$ cat src/rtl/mem_err_pkg.sv
package mem_err_pkg;
  localparam int unsigned IDX_CAUSE   = 0;
  localparam int unsigned IDX_ENABLE  = 1;
  localparam int unsigned IDX_SUMMARY = 2;
  localparam int unsigned IDX_CE_ADDR = 3;

  function automatic int unsigned cause_width(int unsigned pw);
    return pw + 3;
  endfunction

  // first index of a capture set: class 0 correctable, class 1 uncorrectable
  function automatic int unsigned cap_base(int unsigned cls, int unsigned nw);
    return IDX_CE_ADDR + cls * (nw + 1);
  endfunction

  function automatic int unsigned last_index(int unsigned nw);
    return IDX_CE_ADDR + 2 * (nw + 1) - 1;
  endfunction
endpackage

$ cat src/rtl/mem_err_cause.sv
module mem_err_cause #(
  parameter int PW = 4,
  parameter int DW = 32,
  localparam int CW = PW + 3
) (
  input  logic          clk_i,
  input  logic          rst_ni,
  input  logic          clr_by_en_i,
  input  logic [CW-1:0] evt_i,
  input  logic          cause_wr_i,
  input  logic          enable_wr_i,
  input  logic          summary_wr_i,
  input  logic [DW-1:0] wdata_i,
  output logic [CW-1:0] cause_o,
  output logic [CW-1:0] enable_o,
  output logic          summary_o,
  output logic          irq_o,
  output logic          fatal_o
);
  localparam logic [CW-1:0] FATAL_MASK = ~CW'(1);

  logic [CW-1:0] cause_q, enable_q, clr_vec, keep_vec;
  logic          sum_q, pend;
  logic          unused_wdata;

  assign unused_wdata = ^wdata_i[DW-1:CW];

  always_comb begin
    clr_vec = '0;
    if (!clr_by_en_i && cause_wr_i)  clr_vec = wdata_i[CW-1:0];
    if (clr_by_en_i  && enable_wr_i) clr_vec = wdata_i[CW-1:0];
  end

  assign keep_vec = cause_q & ~clr_vec;
  assign pend     = |(cause_q & enable_q);

  always_ff @(posedge clk_i or negedge rst_ni) begin
    if (!rst_ni) begin
      cause_q  <= '0;
      enable_q <= '0;
      sum_q    <= 1'b0;
    end else begin
      cause_q <= keep_vec | evt_i;
      if (enable_wr_i) enable_q <= wdata_i[CW-1:0];
      sum_q <= (sum_q & ~(summary_wr_i & wdata_i[0])) | pend;
    end
  end

  assign cause_o   = cause_q;
  assign enable_o  = enable_q;
  assign summary_o = sum_q;
  assign irq_o     = pend;
  assign fatal_o   = |(cause_q & FATAL_MASK);


  sticky_chk: assert property (@(posedge clk_i) disable iff (!rst_ni)
    1'b1 |=> ((cause_q & $past(keep_vec)) == $past(keep_vec)));

  evt_wins_chk: assert property (@(posedge clk_i) disable iff (!rst_ni)
    (|evt_i) |=> ((cause_q & $past(evt_i)) == $past(evt_i)));

  ce_not_fatal_chk: assert property (@(posedge clk_i) disable iff (!rst_ni)
    (cause_q == CW'(1)) |-> !fatal_o);

  summary_set_chk: assert property (@(posedge clk_i) disable iff (!rst_ni)
    irq_o |=> summary_o);

  compat_cause_wr_chk: assert property (@(posedge clk_i) disable iff (!rst_ni)
    (clr_by_en_i && cause_wr_i && !enable_wr_i)
      |=> ((cause_q & $past(cause_q)) == $past(cause_q)));
endmodule

$ cat src/rtl/mem_err_capture.sv
module mem_err_capture #(
  parameter int CAP_AW = 28,
  parameter int DW     = 32,
  parameter int NW     = 5
) (
  input  logic             clk_i,
  input  logic             rst_ni,
  input  logic             take_i,
  input  logic [CAP_AW-1:0] addr_i,
  input  logic [NW*DW-1:0] data_i,
  output logic [CAP_AW-1:0] addr_o,
  output logic [NW*DW-1:0] data_o
);
  always_ff @(posedge clk_i or negedge rst_ni) begin
    if (!rst_ni)     addr_o <= '0;
    else if (take_i) addr_o <= addr_i;
  end

  for (genvar w = 0; w < NW; w++) begin : g_word
    always_ff @(posedge clk_i or negedge rst_ni) begin
      if (!rst_ni)     data_o[w*DW +: DW] <= '0;
      else if (take_i) data_o[w*DW +: DW] <= data_i[w*DW +: DW];
    end
  end
endmodule

$ cat src/rtl/mem_err_regif.sv
module mem_err_regif
  import mem_err_pkg::*;
#(
  parameter int DW     = 32,
  parameter int RAW    = 4,
  parameter int CW     = 7,
  parameter int NW     = 5,
  parameter int CAP_AW = 28
) (
  input  logic                        clk_i,
  input  logic                        rst_ni,
  input  logic                        reg_valid_i,
  input  logic                        reg_write_i,
  input  logic [RAW-1:0]              reg_addr_i,
  input  logic [CW-1:0]               cause_i,
  input  logic [CW-1:0]               enable_i,
  input  logic                        summary_i,
  input  logic [1:0][CAP_AW-1:0]      cap_addr_i,
  input  logic [1:0][NW*DW-1:0]       cap_data_i,
  output logic                        cause_wr_o,
  output logic                        enable_wr_o,
  output logic                        summary_wr_o,
  output logic [DW-1:0]               reg_rdata_o
);
  localparam int LAST = int'(last_index(NW));

  logic          wr, rd;
  int            idx;
  logic [DW-1:0] rd_mux, rdata_q;

  assign wr  = reg_valid_i & reg_write_i;
  assign rd  = reg_valid_i & ~reg_write_i;
  assign idx = int'(reg_addr_i);

  assign cause_wr_o   = wr && (idx == int'(IDX_CAUSE));
  assign enable_wr_o  = wr && (idx == int'(IDX_ENABLE));
  assign summary_wr_o = wr && (idx == int'(IDX_SUMMARY));

  always_comb begin
    rd_mux = '0;
    if (idx == int'(IDX_CAUSE))   rd_mux[CW-1:0] = cause_i;
    if (idx == int'(IDX_ENABLE))  rd_mux[CW-1:0] = enable_i;
    if (idx == int'(IDX_SUMMARY)) rd_mux[0]      = summary_i;
    for (int c = 0; c < 2; c++) begin
      if (idx == int'(cap_base(c, NW))) rd_mux[CAP_AW-1:0] = cap_addr_i[c];
      for (int j = 0; j < NW; j++)
        if (idx == int'(cap_base(c, NW)) + 1 + j) rd_mux = cap_data_i[c][j*DW +: DW];
    end
  end

  always_ff @(posedge clk_i or negedge rst_ni) begin
    if (!rst_ni)  rdata_q <= '0;
    else if (rd)  rdata_q <= rd_mux;
  end

  assign reg_rdata_o = rdata_q;


  unmapped_zero_chk: assert property (@(posedge clk_i) disable iff (!rst_ni)
    (rd && idx > LAST) |=> (reg_rdata_o == '0));
endmodule

$ cat src/rtl/mem_err_irq.sv
module mem_err_irq
  import mem_err_pkg::*;
#(
  parameter int PW     = 4,
  parameter int DW     = 32,
  parameter int NW     = 5,
  parameter int CAP_AW = 28,
  localparam int RAW   = $clog2(int'(last_index(NW)) + 2),
  localparam int CW    = PW + 3
) (
  input  logic              clk_i,
  input  logic              rst_ni,
  input  logic              clr_by_en_i,
  input  logic              ce_evt_i,
  input  logic              ue_evt_i,
  input  logic [PW-1:0]     par_evt_i,
  input  logic              addr_evt_i,
  input  logic [CAP_AW-1:0] cap_addr_i,
  input  logic [NW*DW-1:0]  cap_data_i,
  input  logic              reg_valid_i,
  input  logic              reg_write_i,
  input  logic [RAW-1:0]    reg_addr_i,
  input  logic [DW-1:0]     reg_wdata_i,
  output logic [DW-1:0]     reg_rdata_o,
  output logic              irq_o,
  output logic              fatal_o
);
  logic [CW-1:0]          evt_vec, cause, enable;
  logic                   summary, cause_wr, enable_wr, summary_wr;
  logic [1:0]             take;
  logic [1:0][CAP_AW-1:0] cap_addr;
  logic [1:0][NW*DW-1:0]  cap_data;

  assign evt_vec = {addr_evt_i, par_evt_i, ue_evt_i, ce_evt_i};

  mem_err_cause #(.PW(PW), .DW(DW)) u_cause (
    .clk_i, .rst_ni, .clr_by_en_i,
    .evt_i        (evt_vec),
    .cause_wr_i   (cause_wr),
    .enable_wr_i  (enable_wr),
    .summary_wr_i (summary_wr),
    .wdata_i      (reg_wdata_i),
    .cause_o      (cause),
    .enable_o     (enable),
    .summary_o    (summary),
    .irq_o,
    .fatal_o
  );

  // class 0 = correctable, class 1 = uncorrectable; cause bit index equals class
  for (genvar c = 0; c < 2; c++) begin : g_cap
    assign take[c] = evt_vec[c] & ~cause[c];
    mem_err_capture #(.CAP_AW(CAP_AW), .DW(DW), .NW(NW)) u_cap (
      .clk_i, .rst_ni,
      .take_i (take[c]),
      .addr_i (cap_addr_i),
      .data_i (cap_data_i),
      .addr_o (cap_addr[c]),
      .data_o (cap_data[c])
    );
  end

  mem_err_regif #(.DW(DW), .RAW(RAW), .CW(CW), .NW(NW), .CAP_AW(CAP_AW)) u_regif (
    .clk_i, .rst_ni, .reg_valid_i, .reg_write_i, .reg_addr_i,
    .cause_i      (cause),
    .enable_i     (enable),
    .summary_i    (summary),
    .cap_addr_i   (cap_addr),
    .cap_data_i   (cap_data),
    .cause_wr_o   (cause_wr),
    .enable_wr_o  (enable_wr),
    .summary_wr_o (summary_wr),
    .reg_rdata_o
  );


  ce_capture_chk: assert property (@(posedge clk_i) disable iff (!rst_ni)
    (ce_evt_i && !cause[0]) |=> (cap_addr[0] == $past(cap_addr_i)));

  ce_hold_chk: assert property (@(posedge clk_i) disable iff (!rst_ni)
    cause[0] |=> ($stable(cap_addr[0]) && $stable(cap_data[0])));

  ue_hold_chk: assert property (@(posedge clk_i) disable iff (!rst_ni)
    cause[1] |=> ($stable(cap_addr[1]) && $stable(cap_data[1])));
endmodule

$ cat config.mk
export PLATFORM = sky130hd
export DESIGN_NAME = mem_err_irq
export DESIGN_NICKNAME = d
export VERILOG_FILES = /design/src/rtl/mem_err_pkg.sv /design/src/rtl/mem_err_cause.sv /design/src/rtl/mem_err_capture.sv /design/src/rtl/mem_err_regif.sv /design/src/rtl/mem_err_irq.sv
export SDC_FILE = /design/constraint.sdc
export NUM_CORES = 1
export LEC_CHECK = 0
export ABC_CLOCK_PERIOD_IN_PS = 2400
export BUFFER_PORTS_ARGS = -buffer_cell sky130_fd_sc_hd__buf_2
export CAP_MARGIN = 0
export CELL_PAD_IN_SITES_DETAIL_PLACEMENT = 1
export CELL_PAD_IN_SITES_GLOBAL_PLACEMENT = 1
export CORE_MARGIN = 10
export CORE_UTILIZATION = 45
export DETAILED_ROUTE_END_ITERATION = 8
export PLACE_DENSITY_LB_ADDON = 0.1
export SYNTH_ARGS = -nofsm -noshare
export SYNTH_HDL_FRONTEND = slang
export SYNTH_SLANG_ARGS = --single-unit
$ cat constraint.sdc
create_clock -name clk_i -period 2.4 [get_ports clk_i]
set_input_delay 0.36 -clock clk_i [delete_from_list [all_inputs] [get_ports clk_i]]
set_output_delay 0.36 -clock clk_i [all_outputs]
set_load 0.01 [all_outputs]
==> out/results.tsv, run 1 <==
stage	metric	value	unit
synthesis	ys_ff_latch	423	
worst_setup_path	worstPathRequired	2040	ps
worst_setup_path	endpoint_kind	output pin	
synthesis	yosys_most_used_dff	dfrtp_1	
power	ir_worst_vdd	670.8	uV
layout	fin_cells	2601	
synthesis	synth_top_cell_area_share	53.08	%
place	dp_cells	2507	
run_status	outcome	finished clean	
routing	wl	71220	um
synthesis	synth_area_per_cell	11.68	sq um
place	dp_slack	-14.25	ps
floorplan	start_util	45.29	%
cts	numCtsBuffers	47	
layout	fillCellCount	4699	
synthesis	synth_common_cells	dfrtp_1, mux2_2, o21ai_0	
cts	root_buffer	clkbuf_16	
worst_setup_path	cp_top_family	flip-flops	
layout	finish.instance_area	0.02397	sq mm
worst_setup_path	worstPathArrival	1720	ps
cts	htree_levels	2	
place	gp_congestion	0.9515	
synthesis	synth.net_count	1943	
routing	dr.pass1.iters	7	
floorplan	pin_count	270	
timing	relSlewSlack	39.60	%
routing	wl_per_cell	27.38	um
worst_setup_path	slowest_stage	dfrtp_1	
synthesis	synth_most_common_cell	dfrtp_1	
cts	cts_sinks	423	
floorplan	dieArea	0.05313	sq mm
timing	setup_slack	320.5	ps
synthesis	ys_warn_count	0	
floorplan	die_width	230.5	um
place	placed_cell_area	0.02235	sq mm
synthesis	synth.top_cells.by_area	dfrtp_1, mux2_2, o21ai_0	
worst_setup_path	slowest_delay	450	ps
routing	antenna_left	0	
floorplan	core_area	0.04403	sq mm
cts	cts_tree	built	
floorplan	die_y	230.5	um
grt	grt_pass1_vias	16480	
worst_setup_path	start_kind	flip-flop	
floorplan	num_rows	77	
timing	setup_viol	0	
grt	grt_start_max_net_pins	85	
layout	syn_to_final_growth	20.22	%
grt	antenna_found_initial	4	
timing	finalHoldViolCount	0	
timing	fin_crit	2080	ps
power	power.total	19.43	mW
grt	grt_pass1_wl	107000	um
power	cellPowerDensity	810.4	mW/mm^2
synthesis	synth_top_area_cell	dfrtp_1	
worst_setup_path	criticalPathCategory	flip-flop to output pin	
synthesis	synth_edf_count	0	
routing	vias_per_cell	5.945	
synthesis	netlist_area	0.01994	sq mm
timing	max_clock_freq	480.9	MHz
cts	cts_buffer_depth	3	
timing	fin_worst_skew	18.36	ps
worst_setup_path	path_buf_inv	1	
synthesis	synth_cell_types	70	
timing	worst_pin_slew	902.7	ps
worst_setup_path	crit_fanout	4	
worst_setup_path	path_cells	a222oi_1 -> nand3_1 -> buf_2	
job	maxCapViolations	0	
place	hpwl	51520	um
grt	grtUsageTotal	26.35	%
routing	drcViolationCount	0	
timing	rsz0062_at_grt	no	
cts	clk_latency	580	ps
timing	fin_crit_sh	86.65	%
routing	detailroute.via_count	15460	
layout	drive_gt1_share	40.61	%
grt	grt-ovfl-total	0	
routing	drt_iter0_drc	1374	
cts	cts_setup_buffers	0	
layout	finalNetCount	2211	
timing	setup_tns	0	ps
synthesis	ys_seq_area_share	53.08	%
cts	path_clk_slew	50	ps
timing	final_max_slew_viol_count	0	
synthesis	netlist_instances	1707	
synthesis	ys_async_sr_fraction	100.0	%
hold_path	hp-class	primary input to flip-flop	
power	total_leakage_power	10.50	nW
place	numPortBuffers	244	
==> cell usage in the layout, fill, tap and decap left out, types with 4 or more instances in the layout <==
cell type and count:
a211oi_1 16, a21o_1 8, a21oi_1 111, a221o_1 5, a221oi_1 48, a22o_1 11
a22oi_1 16, a31oi_1 13, a32oi_1 6, and3_1 7, buf_12 25, buf_2 242
buf_4 78, clkbuf_1 15, clkbuf_16 49, clkbuf_8 16, dfrtp_1 423, dlygate4sd3_1 11
inv_1 22, mux2_2 374, mux2i_1 9, nand2_1 96, nand2b_1 18, nand3_1 12
nand4b_1 4, nor2_1 80, nor2b_1 7, nor3_1 30, nor4_1 10, o211ai_1 4
o21a_1 13, o21ai_0 123, o21ai_1 16, o22ai_1 10, o2bb2ai_1 4, o31ai_1 5
or2_2 8
==> repair_timing <==
item | in CTS | in global routing
gates resized for setup | 0 | 0
hold buffers | 11 | 0
hold endpoints to repair | 174 | 0
==> worst paths after layout <==
path | cells after the start | start | to | slack [ps]
min reg2reg | 1 | u_cause.summary_o | u_cause.summary_o | 480
max reg2reg | 5 | u_cause.enable_o[4] | u_regif.reg_rdata_o[4] | 620
min | 3 | cap_data_i[146] | g_cap[0].u_cap.data_o[146] | 20
min in group asynchronous | 2 | rst_ni | g_cap[0].u_cap.data_o[158] | 230
max in group asynchronous | 3 | rst_ni | g_cap[0].u_cap.data_o[38] | 1310
max | 3 | u_cause.cause_o[6] | irq_o | 320
==> area by class of cell <==
cell class / count / area, sq um / share of cell area (%)
Multi-Input combinational cell: 1123 / 8626 / 35.98
Sequential cell: 423 / 10590 / 44.15
Antenna cell: 2 / 5.005 / 0.02088
Clock buffer: 80 / 1503 / 6.268
Clock inverter: 1 / 5.005 / 0.02088
Inverter: 23 / 86.33 / 0.3601
Timing Repair Buffer: 357 / 2422 / 10.10
Tap cell: 592 / 740.7 / 3.090
==> tightest hold or removal path, cell delays in order <==
cell and delay, ps:
buf_2 90, nand2_1 40, o21ai_0 60
==> cell families (layout without fill, tap and decap cells) <==
family / after synthesis / in the layout / share of synthesized area [%]
AOI/OAI and AO/OA: 432 / 432 / 13.70
buffers and inverters: 161 / 461 / 3.796
other: 0 / 2 / 0
DFF: 423 / 423 / 53.08
and+or+nand+nor: 304 / 304 / 7.505
muxes: 386 / 386 / 21.87
xor gates and xnor gates: 1 / 1 / 0.04393
==> where the power goes <==
part	switching, mW	internal [mW]
Combinational	1.55	1.56
Sequential	0.833	8.38
Clock	2.91	4.21
==> metal layers <==
metal | part of all wire (%) | routed length (um) | vias to the layer above | track usage, %
met5 | 0.0098 | 7 | - | 0
met4 | 1.8 | 1306 | 2 | 6.125
met3 | 7.9 | 5605 | 87 | 6.377
met2 | 43 | 30900 | 574 | 38.79
met1 | 47 | 33410 | 8018 | 38.44
li1 | - | - | 6782 | -
==> sequential cells by signal, summed over array words and instances (netlist names) <==
register,flops
g_cap.u_cap.addr_o,56
u_cause.cause_o,7
u_cause.summary_o,1
u_cause.enable_o,7
u_regif.reg_rdata_o,32
g_cap.u_cap.data_o,320
==> metrics by stage <==
| stage | hold WS [ps] | util, % |
|---|---|---|
| floorplan | 64.41 | - |
| global placement | 232.5 | 50.76 |
| detailed placement | 232.9 | 50.76 |
| CTS | 0.1567 | 54.44 |
| global route | 16.18 | 54.45 |
| finish | 20.13 | 54.45 |
Note: power is estimated with default switching activity, not from simulation.
==> run 2, diff against run 1 <==
CORE_UTILIZATION = 46   (was 45)
==> run 2 against run 1 <==
Effect of this change:
- hold slack improved by 0.53 ps
- sequential share of layout area decreased by 1.2 points
- die area decreased by 2.0%
==> out/results.tsv, run 2 (synthesis gave the netlist of run 1 again) <==
stage	metric	value	unit
timing	fin_crit_sh	87.01	%
cts	post_cts_resized	0	
routing	wl_per_cell	27.56	um
layout	largest_register_ffs	320	
layout	drive_gt1_share	41.40	%
layout	fillCellCount	4491	
cts	cts_tree	built	
timing	setup_slack	311.7	ps
layout	layout_commonest_cell	dfrtp_1	
timing	fin_crit	2088	ps
cts	numCtsBuffers	48	
worst_setup_path	crit_path_start	u_cause.cause_o[6]	
routing	wl_met3	5021	um
layout	fin_cells	2652	
worst_setup_path	worstSetupEndpoint	irq_o	
worst_setup_path	worstPathRequired	2040	ps
floorplan	start_util	46.39	%
floorplan	dieArea	0.05208	sq mm
place	gp_congestion	0.9025	
routing	drt_iter0_drc	1334	
grt	grt_start_max_net_pins	79	
cts	cts_buffer_depth	3	
timing	rsz0062_at_grt	no	
cts	cts_setup_buffers	0	
worst_setup_path	endpoint_kind	output pin	
timing	fin_worst_skew	17.54	ps
grt	grt_pass1_vias	16550	
layout	top_register	g_cap.u_cap.data_o	
routing	wl_met1	34660	um
worst_setup_path	r2r-end	g_cap[1].u_cap.data_o[107]	
floorplan	core_area	0.04298	sq mm
layout	syn_to_final_growth	23.55	%
power	total_leakage_power	10.85	nW
routing	top_layer	met4	
run_status	outcome	finished clean	
routing	drcViolationCount	0	
layout	finish.instance_area	0.02464	sq mm
grt	antenna_found_initial	4	
worst_setup_path	r2r_cells	4	
routing	dr_wl_met2	31980	um
timing	worst_pin_slew	627.8	ps
routing	vias_per_cell	5.910	
routing	wl	73080	um
routing	antenna_left	0	
grt	grt-ovfl-total	0	
floorplan	die_y	228.2	um
worst_setup_path	path_buf_inv	1	
place	placed_cell_area	0.02263	sq mm
floorplan	die_width	228.2	um
cts	htree_levels	2	
hold_path	hp-class	primary input to flip-flop	
worst_setup_path	slowest_stage	dfrtp_1	
timing	setup_viol	0	
worst_setup_path	slowest_delay	450	ps
grt	grtUsageTotal	27.48	%
worst_setup_path	start_kind	flip-flop	
cts	clk_latency	600	ps
worst_setup_path	cp_top_family	flip-flops	
power	ir_worst_vdd	519.3	uV
timing	finalHoldViolCount	0	
timing	fin_hold_ws	20.66	ps
power	cellPowerDensity	815.9	mW/mm^2
layout	finalNetCount	2266	
job	maxCapViolations	0	
cts	root_buffer	clkbuf_16	
worst_setup_path	worstPathArrival	1730	ps
place	hpwl	53010	um
cts	path_clk_slew	60	ps
place	numPortBuffers	244	
routing	dr.pass1.iters	5	
worst_setup_path	r2r_setup_slack	550	ps
floorplan	pin_count	270	
floorplan	num_rows	76	
place	dp_cells	2530	
timing	relSlewSlack	58.15	%
timing	max_clock_freq	478.9	MHz
timing	setup_tns	0	ps
worst_setup_path	cp.depth	3	
grt	grt_pass1_wl	109400	um
cts	cts_sinks	423	
worst_setup_path	crit_fanout	4	
worst_setup_path	r2r_start	u_cause.cause_o[1]	
routing	detailroute.via_count	15670	
place	dp_slack	24.96	ps
worst_setup_path	criticalPathCategory	flip-flop to output pin	
timing	final_max_slew_viol_count	0	
worst_setup_path	path_cells	a222oi_1 -> nand3_1 -> buf_2	
layout	final_cell_mix	dfrtp_1, mux2_2, buf_2	
[run 2: cell count changes in the layout (fill, tap and decap cells not counted)]
cell / delta
bufinv_16: +4
inv_6: +2
buf_12: +5
dlygate4sd3_1: +24
buf_4: +25
clkbuf_1: -6
clkinv_2: +3
clkbuf_8: +1
[run 2: power by group]
part           total [mW]  internal [mW]  switching, mW  leakage, nW
registers            9.22           8.38          0.839         5.17
clock network        7.68           4.68           3.00        0.818
logic                3.21           1.62           1.58         4.86
[run 2: per-stage QoR]
step	power [mW]	util [%]
CTS	20.19	57.31
finish	20.10	57.32
detailed placement	12.43	52.65
global route	20.97	57.32
global placement	12.23	52.65
floorplan	10.82	-
[run 2: timing repair]
item | CTS | global route
endpoints found under the hold margin | 82 | 0
endpoints found under the setup margin | 0 | 0
hold buffers | 35 | 0
[run 2: layout make-up]
type / instances / area (sq um) / area share (%)
Sequential cell: 423 / 10590 / 42.97
Multi-Input combinational cell: 1123 / 8626 / 35.01
Timing Repair Buffer: 411 / 2950 / 11.98
Clock buffer: 75 / 1494 / 6.064
Tap cell: 585 / 732.0 / 2.971
Clock inverter: 10 / 157.7 / 0.6399
Inverter: 23 / 86.33 / 0.3504
Antenna cell: 2 / 5.005 / 0.02031
[run 2: worst min-delay path by stage]
stage | to | from | depth (start not counted) | slack (ps)
2_1_floorplan | g_cap[0].u_cap.addr_o[0] | rst_ni | 0 | 60
3_3_place_gp | g_cap[0].u_cap.data_o[63] | rst_ni | 1 | 300
3_5_place_dp | g_cap[1].u_cap.data_o[63] | rst_ni | 1 | 300
4_1_cts | g_cap[1].u_cap.addr_o[14] | cap_addr_i[14] | 2 | 0.1
5_1_grt | g_cap[1].u_cap.data_o[44] | cap_data_i[44] | 2 | 7
6_report | g_cap[1].u_cap.data_o[78] | cap_data_i[78] | 2 | 20
[run 2: layer usage]
layer / track usage, % / vias up
li1: - / 6908
met1: 40.70 / 8196
met2: 40.19 / 494
met3: 5.795 / 74
met4: 6.686 / 0
met5: 0 / -
==> run 3, diff against run 2 <==
BUFFER_PORTS_ARGS = -buffer_cell sky130_fd_sc_hd__clkbuf_2   (was -buffer_cell sky130_fd_sc_hd__buf_2)
PLACE_DENSITY_LB_ADDON = 0.08   (was 0.1)
==> run 3 against run 2 <==
Effect of this change:
- sequential share of layout area up 0.15 points
- clock skew up 9.1 ps
- critical path depth unchanged
- wire length down 2.9%
- via count down 0.43%
- register-to-register slack better by 50 ps
- final cell count down 0.11%
- fmax up 2.1%
- critical path type unchanged
==> out/results.tsv, run 3 (synthesis gave the netlist of run 1 again) <==
stage	metric	value	unit
hold_path	whs_path_depth	3	
cts	numCtsBuffers	48	
routing	drcViolationCount	0	
grt	grt_pass1_wl	107000	um
floorplan	num_rows	76	
layout	layout_commonest_cell	dfrtp_1	
worst_setup_path	r2r_setup_slack	600	ps
layout	fin_cells	2649	
worst_setup_path	worstPathRequired	2040	ps
run_status	outcome	finished clean	
worst_setup_path	start_kind	flip-flop	
layout	largest_register_ffs	320	
layout	fillCellCount	4530	
power	power.total	19.76	mW
floorplan	die_width	228.2	um
worst_setup_path	criticalPathCategory	flip-flop to output pin	
routing	detailroute.via_count	15600	
place	numPortBuffers	244	
cts	path_clk_slew	50	ps
layout	drive_gt1_share	40.52	%
grt	antenna_found_initial	2	
place	dp_cells	2511	
routing	dr.pass1.iters	7	
timing	setup_tns	0	ps
power	total_leakage_power	10.82	nW
timing	fin_crit	2044	ps
routing	wl_per_cell	26.80	um
floorplan	core_area	0.04298	sq mm
timing	final_max_slew_viol_count	0	
job	maxCapViolations	0	
floorplan	dieArea	0.05208	sq mm
hold_path	hp-class	primary input to flip-flop	
timing	finalHoldViolCount	0	
layout	syn_to_final_growth	23.12	%
cts	post_cts_resized	0	
grt	grtUsageTotal	26.78	%
timing	fin_worst_skew	26.61	ps
worst_setup_path	r2r-end	u_regif.reg_rdata_o[0]	
routing	wl	70980	um
grt	grt_pass1_vias	16430	
worst_setup_path	endpoint_kind	output pin	
layout	top_register	g_cap.u_cap.data_o	
timing	fin_crit_sh	85.18	%
cts	clk_latency	600	ps
floorplan	die_y	228.2	um
timing	relSlewSlack	55.67	%
layout	final_cell_mix	dfrtp_1, mux2_2, clkbuf_2	
floorplan	pin_count	270	
timing	setup_slack	355.6	ps
cts	cts_sinks	423	
cts	root_buffer	clkbuf_16	
place	dp_slack	82.83	ps
place	hpwl	51150	um
place	gp_congestion	0.9336	
floorplan	start_util	46.39	%
power	ir_worst_vdd	536.6	uV
worst_setup_path	worstPathArrival	1680	ps
timing	fin_hold_ws	17.23	ps
cts	cts_tree	built	
routing	antenna_left	0	
grt	grt_start_max_net_pins	72	
grt	grt-ovfl-total	0	
worst_setup_path	worstSetupEndpoint	irq_o	
layout	finalNetCount	2261	
timing	max_clock_freq	489.1	MHz
routing	vias_per_cell	5.891	
cts	htree_levels	2	
power	cellPowerDensity	804.7	mW/mm^2
timing	worst_pin_slew	664.9	ps
worst_setup_path	crit_fanout	4	
worst_setup_path	r2r_start	u_cause.cause_o[0]	
timing	setup_viol	0	
worst_setup_path	crit_path_start	u_cause.cause_o[6]	
worst_setup_path	r2r_cells	5	
timing	rsz0062_at_grt	no	
routing	drt_iter0_drc	1424	
cts	cts_buffer_depth	3	
[run 3: changes by cell type in the layout (fill, tap and decap cells not counted), moves of 2 or more]
cell / previous run / this run
buf_2: 242 / 2
clkbuf_2: 0 / 240
buf_4: 103 / 84
dlygate4sd3_1: 35 / 49
clkbuf_1: 9 / 14
clkbuf_8: 17 / 12
clkinv_2: 4 / 9
bufinv_16: 4 / 2
nor2b_1: 7 / 5
nor2b_2: 3 / 5
[run 3: cell type report]
type,instances,area [sq um],share of cell area (%)
sequential,423,10590,43.12
inverter,23,86.33,0.3516
clock inverter,13,122.6,0.4994
timing repair buffer,406,2948,12.01
multi-input combinational,1123,8631,35.15
clock buffer,75,1444,5.881
tap,585,732.0,2.981
antenna,1,2.502,0.01019
[run 3: worst min path at each step]
stage | slack (ps) | startpoint | to
2_1_floorplan | 60 | rst_ni | g_cap[0].u_cap.addr_o[0]
3_3_place_gp | 350 | rst_ni | g_cap[0].u_cap.data_o[158]
3_5_place_dp | 360 | rst_ni | g_cap[0].u_cap.data_o[158]
4_1_cts | 0.3 | cap_data_i[140] | g_cap[0].u_cap.data_o[140]
5_1_grt | 9 | cap_data_i[124] | g_cap[1].u_cap.data_o[124]
6_report | 20 | cap_data_i[142] | g_cap[0].u_cap.data_o[142]
[run 3: routing by layer]
metal	part of all wire, %	GRT usage [%]	vias up
li1	-	-	6896
met4	1.3	4.874	2
met5	0.018	0	-
met2	43	38.74	506
met3	8.0	6.813	65
met1	47	39.91	8135
[run 3: stage by stage]
step	utilization, %	area (sq um)
2_1_floorplan	-	19940
3_3_place_gp	52.33	22490
3_5_place_dp	52.33	22490
4_1_cts	57.11	24550
5_1_grt	57.12	24550
6_report	57.12	24550
[run 3: power by group]
group / leakage, nW / internal [mW] / switching [mW] / total [mW]
clock network: 0.779 / 4.34 / 3.03 / 7.37
logic: 4.88 / 1.61 / 1.57 / 3.18
registers: 5.17 / 8.38 / 0.827 / 9.20
[run 3: critical path: stages (launching register included)]
cell and delay [ps]:
dfrtp_1 450, a222oi_1 330, nand3_1 170, clkbuf_2 160
[run 3: what timing repair did]
item,4_1_cts,5_1_grt
hold endpoints to repair,106,0
hold buffers,49,0
buffers inserted,0,0
